**src/rtl/vred_pkg.sv**
```systemverilog
`timescale 1ns/1ps
package vred_pkg;
   typedef enum logic {SEQ_IDLE, SEQ_RUN} seq_state_e;

   typedef struct packed {
      logic map_red;
      logic rev;
      logic horiz;
      logic dst_scalar;
      logic a_scalar;
   } seq_mode_t;
endpackage

```
**src/rtl/vred_ctrl.sv**
```systemverilog
`timescale 1ns/1ps
module vred_ctrl
   import vred_pkg::*;
#(
   parameter int VL_W  = 4,
   parameter int SUB_W = 2,
   localparam int SV_W = SUB_W + 1
)(
   input  logic             clk,
   input  logic             rst_n,
   input  logic             start,
   input  logic [VL_W-1:0]  vec_len,
   input  logic [SV_W-1:0]  sub_len,
   input  seq_mode_t        mode_in,
   input  logic             ready,
   output logic             accept,
   output logic             valid,
   output logic [VL_W-1:0]  elem,
   output logic [SUB_W-1:0] sub,
   output logic             last,
   output logic             done,
   output seq_mode_t        mode,
   output logic [SV_W-1:0]  sv,
   output logic             hz_act
);
   seq_state_e       st;
   seq_mode_t        md;
   logic [VL_W-1:0]  vl_q, elem_q, cnt_q, n_elem;
   logic [SV_W-1:0]  sv_q;
   logic [SUB_W-1:0] sub_q;
   logic             done_q, last_sub, last_elem, fire;

   assign accept    = (st == SEQ_IDLE) && start;
   assign valid     = (st == SEQ_RUN);
   assign hz_act    = md.horiz && (sv_q > SV_W'(1));
   assign n_elem    = (md.dst_scalar && !md.map_red && !hz_act) ? VL_W'(1) : vl_q;
   assign last_sub  = (SV_W'(sub_q) + SV_W'(1)) == sv_q;
   assign last_elem = (cnt_q + VL_W'(1)) == n_elem;
   assign last      = valid && last_sub && last_elem;
   assign fire      = valid && ready;

   always_ff @(posedge clk or negedge rst_n) begin
      if (!rst_n) begin
         st     <= SEQ_IDLE;
         md     <= '0;
         vl_q   <= '0;
         sv_q   <= SV_W'(1);
         elem_q <= '0;
         cnt_q  <= '0;
         sub_q  <= '0;
         done_q <= 1'b0;
      end else begin
         done_q <= 1'b0;
         unique case (st)
            SEQ_IDLE: if (start) begin
               md   <= mode_in;
               vl_q <= vec_len;
               sv_q <= sub_len;
               if (vec_len == '0) begin
                  done_q <= 1'b1;
               end else begin
                  st     <= SEQ_RUN;
                  elem_q <= mode_in.rev ? (vec_len - VL_W'(1)) : '0;
                  cnt_q  <= '0;
                  sub_q  <= '0;
               end
            end
            SEQ_RUN: if (fire) begin
               if (last) begin
                  st     <= SEQ_IDLE;
                  done_q <= 1'b1;
               end else if (last_sub) begin
                  sub_q  <= '0;
                  cnt_q  <= cnt_q + VL_W'(1);
                  elem_q <= md.rev ? (elem_q - VL_W'(1)) : (elem_q + VL_W'(1));
               end else begin
                  sub_q <= sub_q + SUB_W'(1);
               end
            end
            default: st <= SEQ_IDLE;
         endcase
      end
   end

   assign elem = elem_q;
   assign sub  = sub_q;
   assign done = done_q;
   assign mode = md;
   assign sv   = sv_q;

   assert_hold_R8: assert property (@(posedge clk) disable iff (!rst_n)
      valid && !ready |=> valid && $stable(elem_q) && $stable(sub_q) && $stable(last));

   assert_done_after_last_R9: assert property (@(posedge clk) disable iff (!rst_n)
      valid && ready && last |=> done && !valid);

   assert_empty_start_R7: assert property (@(posedge clk) disable iff (!rst_n)
      accept && (vec_len == '0) |=> done && !valid);

   assert_busy_start_R10: assert property (@(posedge clk) disable iff (!rst_n)
      valid && start && !(ready && last) |=> valid && $stable(md) && $stable(vl_q));

   assert_single_element_R3: assert property (@(posedge clk) disable iff (!rst_n)
      valid && md.dst_scalar && !md.map_red && !hz_act |-> cnt_q == '0);

   assert_sub_range_R2: assert property (@(posedge clk) disable iff (!rst_n)
      valid |-> SV_W'(sub_q) < sv_q);
endmodule

```
**src/rtl/vred_agen.sv**
```systemverilog
`timescale 1ns/1ps
module vred_agen
   import vred_pkg::*;
#(
   parameter int VL_W  = 4,
   parameter int SUB_W = 2,
   parameter int AW    = 6,
   localparam int SV_W  = SUB_W + 1,
   localparam int OFF_W = VL_W + SV_W
)(
   input  logic [VL_W-1:0]  elem,
   input  logic [SUB_W-1:0] sub,
   input  logic [SV_W-1:0]  sv,
   input  seq_mode_t        mode,
   input  logic             hz_act,
   input  logic [AW-1:0]    base_dst,
   input  logic [AW-1:0]    base_a,
   input  logic [AW-1:0]    base_b,
   output logic [AW-1:0]    dst_off,
   output logic [AW-1:0]    dst_addr,
   output logic [AW-1:0]    a_addr,
   output logic [AW-1:0]    b_addr,
   output logic             a_zero
);
   logic [OFF_W-1:0] k;
   logic [AW-1:0]    k_a, s_a, e_a;

   always_comb begin
      k   = OFF_W'(elem) * OFF_W'(sv) + OFF_W'(sub);
      k_a = AW'(k);
      s_a = AW'(sub);
      e_a = AW'(elem);
      a_zero = 1'b0;
      if (hz_act) begin
         dst_off = e_a;
         a_addr  = base_dst + e_a;
         a_zero  = (sub == '0);
      end else if (mode.dst_scalar) begin
         dst_off = s_a;
         a_addr  = base_a + s_a;
      end else begin
         dst_off = k_a;
         a_addr  = mode.a_scalar ? (base_a + s_a) : (base_a + k_a);
      end
      dst_addr = base_dst + dst_off;
      b_addr   = base_b + k_a;
   end
endmodule

```
**src/rtl/vred_exec.sv**
```systemverilog
`timescale 1ns/1ps
module vred_exec #(
   parameter int NREGS  = 64,
   parameter int DATA_W = 16,
   localparam int AW    = $clog2(NREGS)
)(
   input  logic              clk,
   input  logic              fire,
   input  logic              busy,
   input  logic [AW-1:0]     dst_addr,
   input  logic [AW-1:0]     a_addr,
   input  logic [AW-1:0]     b_addr,
   input  logic              a_zero,
   input  logic              ld_en,
   input  logic [AW-1:0]     ld_addr,
   input  logic [DATA_W-1:0] ld_data,
   input  logic [AW-1:0]     rd_addr,
   output logic [DATA_W-1:0] rd_data
);
   logic [DATA_W-1:0] rf [NREGS];
   logic [DATA_W-1:0] opa, sum;
   logic              we;
   logic [AW-1:0]     wa;
   logic [DATA_W-1:0] wd;

   assign opa = a_zero ? '0 : rf[a_addr];
   assign sum = opa + rf[b_addr];
   assign we  = fire || (ld_en && !busy);
   assign wa  = fire ? dst_addr : ld_addr;
   assign wd  = fire ? sum : ld_data;

   always_ff @(posedge clk) begin
      if (we) rf[wa] <= wd;
   end

   assign rd_data = rf[rd_addr];

   assert_no_load_clash_R2: assert property (@(posedge clk)
      fire |-> busy);
endmodule

```
**src/rtl/vred_seq_top.sv**
```systemverilog
`timescale 1ns/1ps
module vred_seq_top
   import vred_pkg::*;
#(
   parameter int VL_W      = 4,
   parameter int SUBVL_MAX = 4,
   parameter int NREGS     = 64,
   parameter int DATA_W    = 16,
   localparam int SUB_W = (SUBVL_MAX > 1) ? $clog2(SUBVL_MAX) : 1,
   localparam int SV_W  = SUB_W + 1,
   localparam int AW    = $clog2(NREGS)
)(
   input  logic              clk,
   input  logic              rst_n,
   input  logic              start,
   input  logic [VL_W-1:0]   vec_len,
   input  logic [SV_W-1:0]   sub_len,
   input  logic              map_reduce,
   input  logic              reverse,
   input  logic              horizontal,
   input  logic              dst_scalar,
   input  logic              src_a_scalar,
   input  logic [AW-1:0]     base_dst,
   input  logic [AW-1:0]     base_a,
   input  logic [AW-1:0]     base_b,
   output logic              iss_valid,
   input  logic              iss_ready,
   output logic [VL_W-1:0]   iss_elem,
   output logic [SUB_W-1:0]  iss_sub,
   output logic [AW-1:0]     iss_dst_off,
   output logic              iss_last,
   output logic              seq_done,
   input  logic              ld_en,
   input  logic [AW-1:0]     ld_addr,
   input  logic [DATA_W-1:0] ld_data,
   input  logic [AW-1:0]     rd_addr,
   output logic [DATA_W-1:0] rd_data
);
   if (SUBVL_MAX < 1 || SUBVL_MAX > 4) begin : g_bad_subvl
      $error("SUBVL_MAX must lie in 1..4");
   end
   if (NREGS < 2 || (NREGS & (NREGS - 1)) != 0) begin : g_bad_nregs
      $error("NREGS must be a power of two of at least 2");
   end
   if (VL_W < 1 || DATA_W < 1) begin : g_bad_width
      $error("VL_W and DATA_W must be positive");
   end

   seq_mode_t        mode_in, mode;
   logic             accept, hz_act;
   logic [SV_W-1:0]  sv;
   logic [AW-1:0]    bd_q, ba_q, bb_q;
   logic [AW-1:0]    dst_addr, a_addr, b_addr;
   logic             a_zero;

   assign mode_in = '{map_red: map_reduce, rev: reverse, horiz: horizontal,
                      dst_scalar: dst_scalar, a_scalar: src_a_scalar};

   always_ff @(posedge clk or negedge rst_n) begin
      if (!rst_n) begin
         bd_q <= '0;
         ba_q <= '0;
         bb_q <= '0;
      end else if (accept) begin
         bd_q <= base_dst;
         ba_q <= base_a;
         bb_q <= base_b;
      end
   end

   vred_ctrl #(.VL_W(VL_W), .SUB_W(SUB_W)) u_ctrl (
      .clk     (clk),
      .rst_n   (rst_n),
      .start   (start),
      .vec_len (vec_len),
      .sub_len (sub_len),
      .mode_in (mode_in),
      .ready   (iss_ready),
      .accept  (accept),
      .valid   (iss_valid),
      .elem    (iss_elem),
      .sub     (iss_sub),
      .last    (iss_last),
      .done    (seq_done),
      .mode    (mode),
      .sv      (sv),
      .hz_act  (hz_act)
   );

   vred_agen #(.VL_W(VL_W), .SUB_W(SUB_W), .AW(AW)) u_agen (
      .elem     (iss_elem),
      .sub      (iss_sub),
      .sv       (sv),
      .mode     (mode),
      .hz_act   (hz_act),
      .base_dst (bd_q),
      .base_a   (ba_q),
      .base_b   (bb_q),
      .dst_off  (iss_dst_off),
      .dst_addr (dst_addr),
      .a_addr   (a_addr),
      .b_addr   (b_addr),
      .a_zero   (a_zero)
   );

   vred_exec #(.NREGS(NREGS), .DATA_W(DATA_W)) u_exec (
      .clk      (clk),
      .fire     (iss_valid && iss_ready),
      .busy     (iss_valid),
      .dst_addr (dst_addr),
      .a_addr   (a_addr),
      .b_addr   (b_addr),
      .a_zero   (a_zero),
      .ld_en    (ld_en),
      .ld_addr  (ld_addr),
      .ld_data  (ld_data),
      .rd_addr  (rd_addr),
      .rd_data  (rd_data)
   );

   assert_reset_idle_R1: assert property (@(posedge clk) disable iff (!rst_n)
      $rose(iss_valid) |-> $past(start));
endmodule

```
**config.mk**
```make
export PLATFORM = sky130hd
export DESIGN_NAME = vred_seq_top
export DESIGN_NICKNAME = d
export VERILOG_FILES = /design/src/rtl/vred_pkg.sv /design/src/rtl/vred_ctrl.sv /design/src/rtl/vred_agen.sv /design/src/rtl/vred_exec.sv /design/src/rtl/vred_seq_top.sv
export SDC_FILE = /design/constraint.sdc
export NUM_CORES = 2
export LEC_CHECK = 0
export CORE_ASPECT_RATIO = 0.9
export CORE_UTILIZATION = 55
export CTS_CLUSTER_DIAMETER = 50
export CTS_CLUSTER_SIZE = 20
export DETAILED_ROUTE_END_ITERATION = 10
export PLACE_DENSITY = 0.83
export SYNTH_ARGS = -nofsm -noshare
export SYNTH_HDL_FRONTEND = slang
export SYNTH_SLANG_ARGS = --single-unit
```
**constraint.sdc**
```tcl
create_clock -name clk -period 22.1 [get_ports clk]
set_clock_uncertainty 0.15 [all_clocks]
set_input_delay 4.42 -clock clk [delete_from_list [all_inputs] [get_ports clk]]
set_output_delay 4.42 -clock clk [all_outputs]
set_load 0.02 [all_outputs]
```
* Yosys cells after proc, flatten, opt, wreduce, memory -nomap -nowiden *
Memory sizes are Yosys's and may differ from the RTL's.
Index checks and enable logic that the tools add are counted.

word-level totals
  memory bits (writable) = 1024
  memories kept = 1
  output and inout bits = 31
  bits in registers = 42
  word-level logic and storage cells = 98

cells by class
  multiplexer cells = 42
  bitwise gates (word level) = 1
  equal/unequal tests = 7
  add/subtract/negate cells = 13
  order comparisons = 1
  reduce and logical (&&, ||, !) cells = 17
  multipliers = 1

memory list
  memory     depth  bits a word  rd ports  clocked after memory_dff  write ports  line             source
  u_exec.rf  64     16           3         0                         1            vred_exec.sv:20  logic [DATA_W-1:0] rf [NREGS];

operators by type and width
  kind                                                                  number
  4-bit two-way mux                                                     13
  6-bit two-way mux                                                     6
  16-bit two-way mux                                                    2
  6-bit adder                                                           3
  16-bit adder                                                          1
  4-bit case mux with 2 select lines                                    2
  6-bit by 2-bit adder with 6-bit output                                2
  1-bit two-way mux                                                     11
  2-bit two-way mux                                                     5
  4-bit by 1-bit adder with 4-bit output, second input constant         2
  1-bit logical AND                                                     8
  2-bit != test, second input constant                                  4
  4-bit by 1-bit subtractor with 4-bit output, second input constant    2
  6-bit by 4-bit adder with 6-bit output                                1
  4-bit by 3-bit multiplier with 6-bit output                           1
  5-bit AND reduction                                                   1
  4-bit == test                                                         1
  4-bit logical NOT                                                     1
  1-bit case mux with 2 select lines                                    2
  2-bit case mux with 2 select lines                                    1
  4-bit AND reduction                                                   1
  2-bit by 1-bit adder with 3-bit output, second input constant         1
  3-bit == test                                                         1
  3-bit by 1-bit > comparator with 1-bit output, second input constant  1
  other kinds (7)                                                       9

* Longest topological paths before layout *
  word-level depth = 10
  depth in mapped cells = 33

* Hierarchy *
A second synthesis with hierarchy kept.

unflattened totals
  cell total of the unflattened synthesis = 2873
  area, all modules = 59440.8 um^2

modules (own cells, without submodules)
  module        seq. area each (um^2)  area an instance (um^2)  cells each  instances
  vred_exec     30749.5                56003.7                  2547        1
  vred_agen     0.0                    1362.6                   160         1
  vred_ctrl     601.8                  1346.3                   127         1
  vred_seq_top  450.4                  728.2                    39          1

* Least setup slack after synthesis *
No wires, ideal clock.

  path type = input -> output
  from = input port rd_addr[0]
  to = output port rd_data[10]
  arrival = 6.882 ns
  stages = 6
  path slack = 10.648 ns
  cells stage by stage = clkbuf_1 > clkbuf_1 > clkbuf_1 > mux4_2 > mux4_2 > mux4_2

between the ends
  cells in the longest elaborated chain, start to end = 1

RTL lines
  what                     line                source
  from (decl)              vred_seq_top.sv:36  input logic [AW-1:0] rd_addr,
  memory read 64 x 16 bit  -
  to (decl)                vred_seq_top.sv:37  output logic [DATA_W-1:0] rd_data

No other way between the ends.

* Worst setup path in the final report *
  from = input port rd_addr[0]
  to = output port rd_data[12]

The elaborated chain is that of the path after synthesis.

==> results.txt <==
In this run the horizontal extent of the chip is 350.3 µm. The Yosys warning count came out at 0. The number of antenna violations at the first check in global routing came to 4. The area of the placeable core is 0.1078 mm². The total wire length after detailed routing came out at 184.8 mm.

The clock tree root driver cell is sky130_fd_sc_hd__clkbuf_16. The worst reg2reg path endpoint is u_exec.rf[0][14]$_DFFE_PP_. The share of the core filled with cells came out at 0.6156. The flow ran to the end, but the final reports show violations. In the final layout, the share of cells above drive strength 1 is 0.3916.

The final number of setup-violating endpoints came out at 0. Measured along the y axis, the die boundary spans 315.5 µm. In the synthesized netlist the dominant register cell turns out to be sky130_fd_sc_hd__edfxtp_1. Summed over all nets, wire length on met3 after detailed routing comes to 31.47 mm. Yosys mapped a number of flops with a built-in enable equal to 1024.

The minimum setup slack after placement is 8.562 ns. The final number of hold-violating endpoints is 0. The clock latency on the worst-skew pair came out at 0.75 ns.

The synthesized area per cell is 18.66 µm². The total via count in the routed design is 38.39k. The number of global-route vias before repair was 38.01k.

The met1 routed wirelength after detailed routing is 58.42 mm. The detailed placement HPWL came out at 106.8 mm. The largest net degree at the start of global routing came out at 156. The hold buffer count at CTS is 0. The post-CTS repair timing setup buffer count is 0. The data required time of the critical path came out at 17.53 ns.

The residual overflow from global routing is 0. Of all cell types, the one taking the most synthesized area is sky130_fd_sc_hd__edfxtp_1. In the final routed layout, each cell accounts on average for 38.52 µm.

The number of instances resized during post-cts repair is 0. After layout, the worst setup slack is 8.626 ns. For this design the top-level I/O count stands at 94. The total negative slack for setup checks came out at 0 ns. The antenna violation net count after detailed routing came out at 0. The proportion of register bits with asynchronous set or reset after synthesis is 0.03940. The relative area change from synthesis to final layout came out at 10.55%.

The post-synth net total is 3345. Setup repair after global routing left no endpoint under its margin. The element type at the critical path end is an output port.

The max-slew violation total from the final report is 17. The post-synthesis instance total came out at 3217. The routed via count divided by cell count came out at 8.002. The nature of the critical path startpoint is an input pin.

The cell count of the worst hold path is 2. The number of storage elements in the synthesis netlist is 1066. Detailed routing placed a total of 81.58 mm of wire on met2. The count of input and output buffers is 93. The final weighted congestion in routability-driven placement is 0.9075.

Ranked by total cell area, the synthesized netlist is headed by sky130_fd_sc_hd__edfxtp_1 51%, sky130_fd_sc_hd__mux4_2 34%, sky130_fd_sc_hd__mux2i_1 1.9%, sky130_fd_sc_hd__dfrtp_1 1.7%, sky130_fd_sc_hd__a211oi_1 1.5%. The highest-delay cell along the critical path is sky130_fd_sc_hd__buf_4. The checks that failed: capacitance limit, slew limit. For the finished layout, the period the worst path requires is 13.47 ns.

After detailed routing, no signal wire sits above met5. The initial standard-cell utilization of the core is 0.5568. The maximum fanout along the worst path came out at 45. The achievable frequency came out at 0.07421 GHz. In this run, CTS created clock tree buffers numbering 100. The worst hold path terminates at bb_q[5]$_DFFE_PN0P_. The violation count after the first detailed-route iteration is 6538. The category of the most critical setup path is input pin to output port. The arrival time of the worst setup path is 8.90 ns. Traced cell by cell, the critical path runs through buf_8, buf_4, buf_4, mux4_2, mux4_2, mux4_2, clkdlybuf4s50_1.

The sink count of the clock tree came out at 1066. The number of maximum-capacitance constraint violations came out at 1. The clock-pin slew of the registers on the worst-case setup and hold paths came out at 0.07 ns. The first global-routing pass estimated 266.9 mm of wire. The logic depth of the worst register-to-register path is 31.

The die covers 0.1105 mm². The part of the cycle the worst path needs is 0.6097. The launching point of the worst reg2reg path is u_ctrl.elem[1]$_DFFE_PN0P_. The synthesized netlist contains 62 unique library cells. The worst hold path belongs to the class register to register. Among all cell types in the netlist, the one instantiated most often is sky130_fd_sc_hd__edfxtp_1. The fraction of post-synthesis cell area in the top cell type by area is 0.5121. In the synthesized netlist, the cells that appear most often are 1024 x sky130_fd_sc_hd__edfxtp_1, 896 x sky130_fd_sc_hd__mux4_2, 144 x sky130_fd_sc_hd__nand2_1.

Before antenna repair, the detailed router went through 6 iterations. After synthesis the cells add up to 0.06004 mm². The proportion of synthesized chip area in sequential cells came out at 0.5297. The floorplan has 114 rows. The setup check on the worst reg-to-reg path leaves a slack of 11.33 ns. TritonCTS built the clock tree.

The maximum buffer depth of the clock tree came out at 3. The net count of the finished layout is 3387. For the pin with the worst max-slew slack, the measured transition is 1.529 ns.

The total track usage is 0.3404. The worst-case headroom to the max-slew limit is -0.02227. On the worst path, the slowest cell contributes a delay of 0.83 ns.

The dominant cell type by count on the critical path is sky130_fd_sc_hd__mux4_2. Tracing the worst setup path back leads to its startpoint at rd_addr[0]. The worst hold path startpoint is bb_q[5]$_DFFE_PN0P_. The number of DRC violations after detailed routing is 0. The depth of the CTS H-tree is 3.
==> worst max path at each step <==
stage	to	slack, ns	cells past startpoint
after global placement	rd_data[10]	8.61	7
after floorplan	rd_data[10]	10.65	6
final	rd_data[12]	8.63	7
after CTS	rd_data[12]	8.55	7
after detailed placement	rd_data[10]	8.56	7
after global routing	rd_data[12]	8.37	7
==> cell usage in the layout (no fill, tap or decap), types with 19 or more instances in the layout <==
cell type | synthesis | layout
sky130_fd_sc_hd__nor2_2 | 1 | 65
sky130_fd_sc_hd__clkbuf_16 | 0 | 101
sky130_fd_sc_hd__nor2_1 | 93 | 29
sky130_fd_sc_hd__buf_4 | 25 | 119
sky130_fd_sc_hd__a21oi_1 | 97 | 95
sky130_fd_sc_hd__nand2_1 | 144 | 143
sky130_fd_sc_hd__xnor2_1 | 26 | 25
sky130_fd_sc_hd__o21ai_0 | 36 | 23
sky130_fd_sc_hd__mux2i_1 | 112 | 112
sky130_fd_sc_hd__a211oi_1 | 122 | 122
sky130_fd_sc_hd__inv_1 | 28 | 28
sky130_fd_sc_hd__nand3_1 | 19 | 19
sky130_fd_sc_hd__clkdlybuf4s50_1 | 0 | 87
sky130_fd_sc_hd__ha_1 | 55 | 54
sky130_fd_sc_hd__nor2b_1 | 80 | 79
sky130_fd_sc_hd__a21o_1 | 23 | 23
sky130_fd_sc_hd__dfrtp_1 | 41 | 41
sky130_fd_sc_hd__edfxtp_1 | 1024 | 1024
sky130_fd_sc_hd__mux4_2 | 896 | 896
==> sequential cells by signal (all words and copies together), names as in the netlist <==
| signal | cells |
|---|---|
| u_exec.rf | 1024 |
| u_ctrl.elem | 4 |
| u_ctrl.sv | 3 |
| u_ctrl.cnt_q | 4 |
| u_ctrl.vl_q | 4 |
| ba_q | 6 |
| u_ctrl.mode | 5 |
| u_ctrl.done | 1 |
| bb_q | 6 |
| u_ctrl.sub | 2 |
| bd_q | 6 |
| u_ctrl.valid | 1 |
==> through the flow <==
stage / area (µm²) / hold WS (ns) / cells
final: 66380 / 0.3383 / 4797
after global routing: 66370 / 0.3721 / 4796
after CTS: 66370 / 0.3427 / 4795
after detailed placement: 62830 / 0.3090 / 4607
after global placement: 62830 / 0.3045 / 4607
after floorplan: 60040 / 0.2868 / 3217
==> cell families after synthesis <==
logic type / count (synthesis) / synth area share
buf+inv: 305 / 0.02507
simple gates: 382 / 0.02965
mux: 1015 / 0.3561
flops: 1066 / 0.5297
compound gates: 338 / 0.03755
fa+ha+maj: 65 / 0.01480
xor+xnor: 46 / 0.007189
==> layout make-up <==
| class | count | area [µm²] |
|---|---|---|
| diodes | 2 | 5.005 |
| clock buffers | 109 | 2567 |
| clock inverters | 79 | 977.2 |
| fillers | 7274 | 41460 |
| inverters | 28 | 105.1 |
| multi-input cells | 1846 | 27170 |
| flip-flops and latches | 1066 | 31800 |
| well taps | 1450 | 1814 |
| repair buffers | 217 | 1936 |
==> per-layer routing <==
metal  vias to the layer above  track usage
li1                      14080            -
met1                     19530       0.4387
met2                      4031       0.4988
met3                       735       0.1324
met4                         8       0.1890
met5                         -      0.01276
==> critical path: cells and delay by family <==
kind | cells | cell delay (ns)
buffers and inverters | 4 | 2.58
muxes | 3 | 1.74
Power is not shown: default switching activity piles up to over one toggle a cycle in this logic, so the estimate is an artifact.
